[src/rtl/vecirq_pkg.sv]
package vecirq_pkg;

   // Acknowledge tracker states
   typedef enum logic [1:0] {
      ACK_IDLE  = 2'd0,   // no acknowledge in progress
      ACK_DRIVE = 2'd1,   // accepted acknowledge, vector on bus
      ACK_MUTE  = 2'd2    // acknowledge seen but not accepted
   } ack_st_t;

   // Source code: the highest-priority index (0) receives the largest code
   function automatic int unsigned vi_src_code(input int unsigned idx,
                                               input int unsigned nsrc);
      return nsrc - 1 - idx;
   endfunction

endpackage

[src/rtl/vecirq_basereg.sv]
module vecirq_basereg #(
   parameter int unsigned          DATA_W   = 8,
   parameter int unsigned          ADDR_W   = 16,
   parameter logic [ADDR_W-1:0]    REG_ADDR = 16'h6805,
   parameter logic [DATA_W-1:0]    RST_VAL  = 8'h01
) (
   input  logic              clk,
   input  logic              rst_n,
   input  logic              wr_i,
   input  logic [ADDR_W-1:0] addr_i,
   input  logic [DATA_W-1:0] wdata_i,
   output logic [DATA_W-1:0] base_o
);

   logic hit;

   assign hit = wr_i && (addr_i == REG_ADDR);

   always_ff @(posedge clk or negedge rst_n) begin
      if (!rst_n)   base_o <= RST_VAL;
      else if (hit) base_o <= wdata_i;
   end

   // a decoded write lands on the next edge
   a_r10_write_lands: assert property (@(posedge clk) disable iff (!rst_n)
      (wr_i && addr_i == REG_ADDR) |=> (base_o == $past(wdata_i)));

   // no other access changes the register
   a_r10_other_ignored: assert property (@(posedge clk) disable iff (!rst_n)
      !(wr_i && addr_i == REG_ADDR) |=> $stable(base_o));

endmodule

[src/rtl/vecirq_pend.sv]
module vecirq_pend #(
   parameter int unsigned NSRC = 4
) (
   input  logic            clk,
   input  logic            rst_n,
   input  logic [NSRC-1:0] set_i,
   input  logic [NSRC-1:0] clr_i,
   output logic [NSRC-1:0] pend_o
);

   generate
      for (genvar g = 0; g < NSRC; g++) begin : g_lat
         // A set in the same cycle as a clear wins, so no request is lost
         always_ff @(posedge clk or negedge rst_n) begin
            if (!rst_n)         pend_o[g] <= 1'b0;
            else if (set_i[g])  pend_o[g] <= 1'b1;
            else if (clr_i[g])  pend_o[g] <= 1'b0;
         end

         // a pulse is always captured
         a_r3_pulse_latched: assert property (@(posedge clk) disable iff (!rst_n)
            set_i[g] |=> pend_o[g]);

         // an uncleared pending request survives
         a_r8_pending_kept: assert property (@(posedge clk) disable iff (!rst_n)
            (pend_o[g] && !clr_i[g]) |=> pend_o[g]);
      end
   endgenerate

endmodule

[src/rtl/vecirq_prio.sv]
module vecirq_prio #(
   parameter int unsigned NSRC  = 4,
   parameter int unsigned IDX_W = (NSRC > 1) ? $clog2(NSRC) : 1
) (
   input  logic             clk,
   input  logic             rst_n,
   input  logic [NSRC-1:0]  req_i,
   output logic [NSRC-1:0]  grant_o,
   output logic [IDX_W-1:0] idx_o,
   output logic             any_o
);

   logic [NSRC-1:0] blocked;

   // Fixed priority chain: index 0 highest
   generate
      for (genvar g = 0; g < NSRC; g++) begin : g_chain
         if (g == 0) begin : g_head
            assign blocked[g] = 1'b0;
         end else begin : g_link
            assign blocked[g] = blocked[g-1] | req_i[g-1];
         end
         assign grant_o[g] = req_i[g] & ~blocked[g];
      end
   endgenerate

   assign any_o = |req_i;

   always_comb begin
      idx_o = '0;
      for (int i = NSRC - 1; i >= 0; i--) begin
         if (grant_o[i]) idx_o = IDX_W'(i);
      end
   end

   // at most one source wins
   a_r7_single_grant: assert property (@(posedge clk) disable iff (!rst_n)
      $onehot0(grant_o));

   // some source wins whenever any is pending
   a_r7_grant_when_req: assert property (@(posedge clk) disable iff (!rst_n)
      (|req_i) |-> (|grant_o));

endmodule

[src/rtl/vecirq_ackctl.sv]
module vecirq_ackctl
   import vecirq_pkg::*;
#(
   parameter int unsigned NSRC   = 4,
   parameter int unsigned CODE_W = 3,
   parameter int unsigned IDX_W  = (NSRC > 1) ? $clog2(NSRC) : 1
) (
   input  logic              clk,
   input  logic              rst_n,
   input  logic              m1_n,
   input  logic              iorq_n,
   input  logic              mode2_i,
   input  logic              ie_i,
   input  logic              any_i,
   input  logic [NSRC-1:0]   grant_i,
   input  logic [IDX_W-1:0]  idx_i,
   output logic              drive_o,
   output logic [NSRC-1:0]   clr_o,
   output logic [CODE_W-1:0] code_o
);

   localparam logic [CODE_W-1:0] TOP_CODE = CODE_W'(vi_src_code(0, NSRC));

   ack_st_t           st_q;
   logic              ack;
   logic              accept;
   logic [CODE_W-1:0] cur_code;

   assign ack      = !m1_n && !iorq_n;
   assign accept   = (st_q == ACK_IDLE) && ack && mode2_i && ie_i && any_i;
   assign cur_code = TOP_CODE - CODE_W'(idx_i);

   always_ff @(posedge clk or negedge rst_n) begin
      if (!rst_n) begin
         st_q   <= ACK_IDLE;
         code_o <= '0;
      end else begin
         case (st_q)
            ACK_IDLE: begin
               if (ack) st_q <= accept ? ACK_DRIVE : ACK_MUTE;
               if (accept) code_o <= cur_code;
            end
            ACK_DRIVE,
            ACK_MUTE: begin
               if (!ack) st_q <= ACK_IDLE;
            end
            default: st_q <= ACK_IDLE;
         endcase
      end
   end

   assign clr_o   = accept ? grant_i : '0;
   assign drive_o = (st_q == ACK_DRIVE) && ack;

   // the drive enable never appears outside an acknowledge
   a_r4_drive_in_ack: assert property (@(posedge clk) disable iff (!rst_n)
      drive_o |-> (!m1_n && !iorq_n));

   // an acknowledge outside vectored-enabled mode is never driven
   a_r5_gated_by_mode: assert property (@(posedge clk) disable iff (!rst_n)
      (st_q == ACK_IDLE && ack && !(mode2_i && ie_i)) |=> !drive_o);

   // one acknowledge services at most one source
   a_r8_one_clear: assert property (@(posedge clk) disable iff (!rst_n)
      $onehot0(clr_o));

endmodule

[src/rtl/vecirq_gen.sv]
module vecirq_gen #(
   parameter int unsigned          DATA_W       = 8,
   parameter int unsigned          ADDR_W       = 16,
   parameter int unsigned          NUM_DMA      = 3,
   parameter int unsigned          CODE_W       = 3,
   parameter logic [ADDR_W-1:0]    VEC_REG_ADDR = 16'h6805,
   parameter logic [DATA_W-1:0]    BASE_RST     = 8'h01
) (
   input  logic               clk,
   input  logic               rst_n,
   input  logic [ADDR_W-1:0]  cpu_addr,
   input  logic               cpu_wr,
   input  logic [DATA_W-1:0]  cpu_wdata,
   input  logic               m1_n,
   input  logic               iorq_n,
   input  logic               im2_mode,
   input  logic               int_en,
   input  logic [NUM_DMA-1:0] dma_req,
   input  logic               ras_periodic,
   input  logic               ras_match,
   output logic               irq_n,
   output logic [DATA_W-1:0]  vec_out,
   output logic               vec_oe
);

   localparam int unsigned NSRC  = NUM_DMA + 1;
   localparam int unsigned IDX_W = $clog2(NSRC);
   localparam int unsigned HI_W  = DATA_W - CODE_W - 1;

   // Elaboration-time parameter checks
   generate
      if (NUM_DMA < 1) begin : g_chk_dma
         $error("vecirq_gen: NUM_DMA must be at least 1");
      end
      if (NSRC > (1 << CODE_W)) begin : g_chk_code
         $error("vecirq_gen: CODE_W too narrow for the source count");
      end
      if (DATA_W < CODE_W + 2) begin : g_chk_data
         $error("vecirq_gen: DATA_W leaves no room for the base field");
      end
   endgenerate

   logic [NSRC-1:0]   req;
   logic [NSRC-1:0]   pend;
   logic [NSRC-1:0]   grant;
   logic [NSRC-1:0]   clr;
   logic [IDX_W-1:0]  idx;
   logic              any_pend;
   logic [CODE_W-1:0] code_q;
   logic [DATA_W-1:0] base_q;
   logic [CODE_W:0]   unused_base_lo;

   // Index 0 is the merged raster source, DMA channels follow in order
   assign req = {dma_req, ras_periodic | ras_match};

   vecirq_basereg #(
      .DATA_W   (DATA_W),
      .ADDR_W   (ADDR_W),
      .REG_ADDR (VEC_REG_ADDR),
      .RST_VAL  (BASE_RST)
   ) u_base (
      .clk     (clk),
      .rst_n   (rst_n),
      .wr_i    (cpu_wr),
      .addr_i  (cpu_addr),
      .wdata_i (cpu_wdata),
      .base_o  (base_q)
   );

   vecirq_pend #(.NSRC(NSRC)) u_pend (
      .clk    (clk),
      .rst_n  (rst_n),
      .set_i  (req),
      .clr_i  (clr),
      .pend_o (pend)
   );

   vecirq_prio #(.NSRC(NSRC), .IDX_W(IDX_W)) u_prio (
      .clk     (clk),
      .rst_n   (rst_n),
      .req_i   (pend),
      .grant_o (grant),
      .idx_o   (idx),
      .any_o   (any_pend)
   );

   vecirq_ackctl #(.NSRC(NSRC), .CODE_W(CODE_W), .IDX_W(IDX_W)) u_ack (
      .clk     (clk),
      .rst_n   (rst_n),
      .m1_n    (m1_n),
      .iorq_n  (iorq_n),
      .mode2_i (im2_mode),
      .ie_i    (int_en),
      .any_i   (any_pend),
      .grant_i (grant),
      .idx_i   (idx),
      .drive_o (vec_oe),
      .clr_o   (clr),
      .code_o  (code_q)
   );

   assign unused_base_lo = base_q[CODE_W:0];
   assign vec_out = {base_q[DATA_W-1 -: HI_W], code_q, 1'b0};
   assign irq_n   = ~any_pend;

   // the low vector bit is never set while driven
   a_r6_bit0_low: assert property (@(posedge clk) disable iff (!rst_n)
      vec_oe |-> !vec_out[0]);

   // the vector holds still across a continuing acknowledge
   a_r9_vector_frozen: assert property (@(posedge clk) disable iff (!rst_n)
      (vec_oe && $past(vec_oe)) |-> $stable(vec_out));

   // any request pulls the interrupt line low on the next edge
   a_r3_irq_follows: assert property (@(posedge clk) disable iff (!rst_n)
      (|req) |=> !irq_n);

endmodule

[config.mk]
export PLATFORM = sky130hd
export DESIGN_NAME = vecirq_gen
export DESIGN_NICKNAME = d
export VERILOG_FILES = /design/src/rtl/vecirq_pkg.sv /design/src/rtl/vecirq_basereg.sv /design/src/rtl/vecirq_pend.sv /design/src/rtl/vecirq_prio.sv /design/src/rtl/vecirq_ackctl.sv /design/src/rtl/vecirq_gen.sv
export SDC_FILE = /design/constraint.sdc
export NUM_CORES = 1
export LEC_CHECK = 0
export ABC_AREA = 1
export BUFFER_PORTS_ARGS = -buffer_cell sky130_fd_sc_hd__clkbuf_2
export CAP_MARGIN = 25
export CORE_MARGIN = 4
export CORE_UTILIZATION = 42
export CTS_BUF_LIST = sky130_fd_sc_hd__clkbuf_16
export DETAILED_ROUTE_END_ITERATION = 16
export PLACE_DENSITY = 0.93
export SYNTH_ARGS = -nofsm -noshare
export SYNTH_HDL_FRONTEND = slang
export SYNTH_SLANG_ARGS = --single-unit
export TNS_END_PERCENT = 50
[constraint.sdc]
create_clock -name clk -period 3.5 [get_ports clk]
set_clock_uncertainty 0.05 [all_clocks]
set_input_delay 0.7 -clock clk [delete_from_list [all_inputs] [get_ports clk]]
set_output_delay 0.7 -clock clk [all_outputs]
set_load 0.02 [all_outputs]
==> flow_metrics.py <==
metrics = {
    "synthesis": {
        "synth_cell_types": 19,
        "synth_most_common_cell": "nand2_1",
        "syn_inst": 87,
        "ys_seq_elements": 12,
        "ys_top_cells_by_count": "nand2_1, inv_1, nor2_1, dfrtp_1, nand4_1",
        "yosys.area.top_type": "dfrtp_1",
        "ys.flop_type": "dfrtp_1",
        "synth-edff-count": 0,
        "synth_seq_area_share_pct": 45.54,
        "synthArstFlopShare_pct": 100.0,
        "ys_warn_count": 0,
        "yosysTopAreaCellShare_pct": 45.54,
        "synth_area_per_cell_sq_um": 7.579,
        "synth.area.top_cells": "dfrtp_1, nand2_1, inv_1",
        "syn_area_sq_um": 659.4,
    },
    "pwr": {
        "report.power.total_mw": 0.5023,
        "power.density_mw_per_mm2": 533.2,
        "p_leak_nw": 0.5441,
        "peakVddDrop_mv": 0.2472,
    },
    "timing": {
        "max_freq_mhz": 500.1,
        "rsz0062_at_grt": "no",
        "min_period_over_period_pct": 57.13,
        "worst_slack_ns": 1.500,
        "maxSlewViolCount": 0,
        "setup_viol": 0,
        "finalHoldViolCount": 0,
        "fin_crit_ns": 2.000,
        "fin_setup_tns_ns": 0,
    },
    "place": {
        "dpl.hpwl_mm": 1.160,
        "place.gp.congestion": 0.6534,
        "placed_area_sq_um": 863.3,
        "dp_slack_ns": 1.490,
        "io_buffers": 39,
    },
    "route": {
        "viasPerCell": 4.400,
        "finalWirelength_mm": 1.365,
        "drtAntennaViolNets": 0,
        "wire_per_inst_um": 9.414,
        "vias": 638,
        "dr.pass1.iters": 3,
        "drc": 0,
        "drt_iter0_drc": 3,
    },
    "final_layout": {
        "drive_gt1_share_pct": 37.98,
        "nets": 168,
        "area_growth_syn_to_layout_pct": 42.88,
        "stdcell_area_sq_um": 942.2,
        "post-route-util_pct": 63.28,
        "diodes": 0,
    },
    "clocking": {
        "cts_root_buf": "clkbuf_16",
        "insertion_delay_ns": 0.23,
        "max-clock-path-buffers": 2,
        "post_cts_buffers": 0,
        "cts_inserted_buffers": 3,
        "tritoncts": "yes",
        "hold_buffers": 0,
        "cts_sinks": 12,
        "h-tree-depth": 1,
        "ctsResizeCount": 0,
        "clk_pin_slew_worst_paths_ns": 0.04,
    },
    "global_routing": {
        "grtUsageTotal_pct": 13.53,
        "antenna_found_initial": 0,
        "grt_overflow": 0,
        "grt_start_max_net_pins": 13,
        "grt_pass1_wl_mm": 2.180,
        "grt_pass1_vias": 596,
    },
    "hold_path": {
        "min_path_type": "in -> async",
    },
    "floorplanning": {
        "start_util_pct": 44.29,
        "row_count": 14,
        "die_y_um": 47.62,
        "io_pins": 46,
        "die_x_um": 47.62,
        "core_sq_mm": 0.001489,
        "die_area_sq_mm": 0.002268,
    },
    "setup_path": {
        "worstSetupPathType": "in -> out",
        "start_kind": "input pin",
        "critPathRequiredTime_ns": 2.75,
        "endpoint_kind": "output port",
        "crit_arrival_ns": 1.25,
        "crit_fanout": 3,
    },
    "flow_run": {
        "maxCapViolCount": 0,
    },
    "status": {
        "status": "completed",
    },
}
## sequential cells by signal, indices dropped and copies added (netlist names)
signal,cells
u_ack.code_o,2
u_ack.st_q,2
u_base.base_o,4
u_pend.pend_o,4
## power by group
group / leakage [nW] / switching (mW) / internal, mW / total [mW]
logic: 0.365 / 0.0736 / 0.0511 / 0.125
clock network: 0.0385 / 0.0534 / 0.150 / 0.203
registers: 0.140 / 0.0120 / 0.162 / 0.174
## area by class of cell
class                           count  area, sq um
Tap cell                           16        20.02
Clock inverter                      1        3.754
Inverter                           14        52.55
Sequential cell                    12        300.3
Clock buffer                        3        75.07
Multi-Input combinational cell     60        295.3
Timing Repair Buffer               39        195.2
Fill cell                         120        546.8
## logic make-up (layout without fill, tap and decap cells)
group	count (synthesis)	in the layout	synth area share (%)
AO/OA/AOI/OAI	9	9	7.590
adder cells (fa/ha/maj)	2	2	3.794
buffers and inverters	16	57	10.25
flip-flops	12	12	45.54
other	1	2	0.5687
AND/OR/NAND/NOR	47	47	32.26
## metal layers
| layer | part of all wire [%] | global-route usage [%] |
|---|---|---|
| met1 | 41 | 14.71 |
| met2 | 52 | 24.87 |
| met3 | 7.5 | 2.632 |
| met4 | 0 | 6.452 |
| met5 | 0 | 0 |
## final timing paths
kind / start / end / slack (ns) / depth (start not counted)
worst max-delay path: iorq_n / vec_oe / 1.50 / 5
worst min-delay path: rst_n / u_ack.code_o[0] / 0.29 / 1
worst max register to register: u_ack.st_q[0] / u_ack.st_q[1] / 2.16 / 7
worst min register to register: u_base.base_o[7] / u_base.base_o[7] / 0.43 / 2
max in group asynchronous: rst_n / u_ack.st_q[1] / 2.89 / 1
min in group clk: u_base.base_o[7] / u_base.base_o[7] / 0.43 / 2
## cells in the final DEF, fill, tap and decap left out
cell type  synthesis  final
ha_1               2      2
o21bai_1           1      1
nand3_2            1      1
nor2_4             1      1
clkinv_1           0      1
dfrtp_1           12     12
inv_2              1      1
clkbuf_16          0      3
nand2_1           22     22
nor2_2             3      3
nand3_1            2      2
o21ai_0            3      3
nor2_1            13     13
nand2_2            1      1
inv_1             13     13
a21oi_1            2      2
a21o_1             1      1
clkbuf_2           0     39
o21ai_1            2      2
conb_1             1      2
nand4_1            4      4
## through the flow
step | cells | hold WS, ns
floorplan | 88 | 0.3544
global placement | 141 | 0.4080
detailed placement | 141 | 0.4148
CTS | 145 | 0.2947
global route | 145 | 0.3082
finish | 145 | 0.2868
## critical path: stages
cell      delay (ns)
clkbuf_2        0.09
nor2_2          0.15
inv_2           0.07
nor2_1          0.08
clkbuf_2        0.17
No activity file was read; power rests on OpenSTA's default activity.
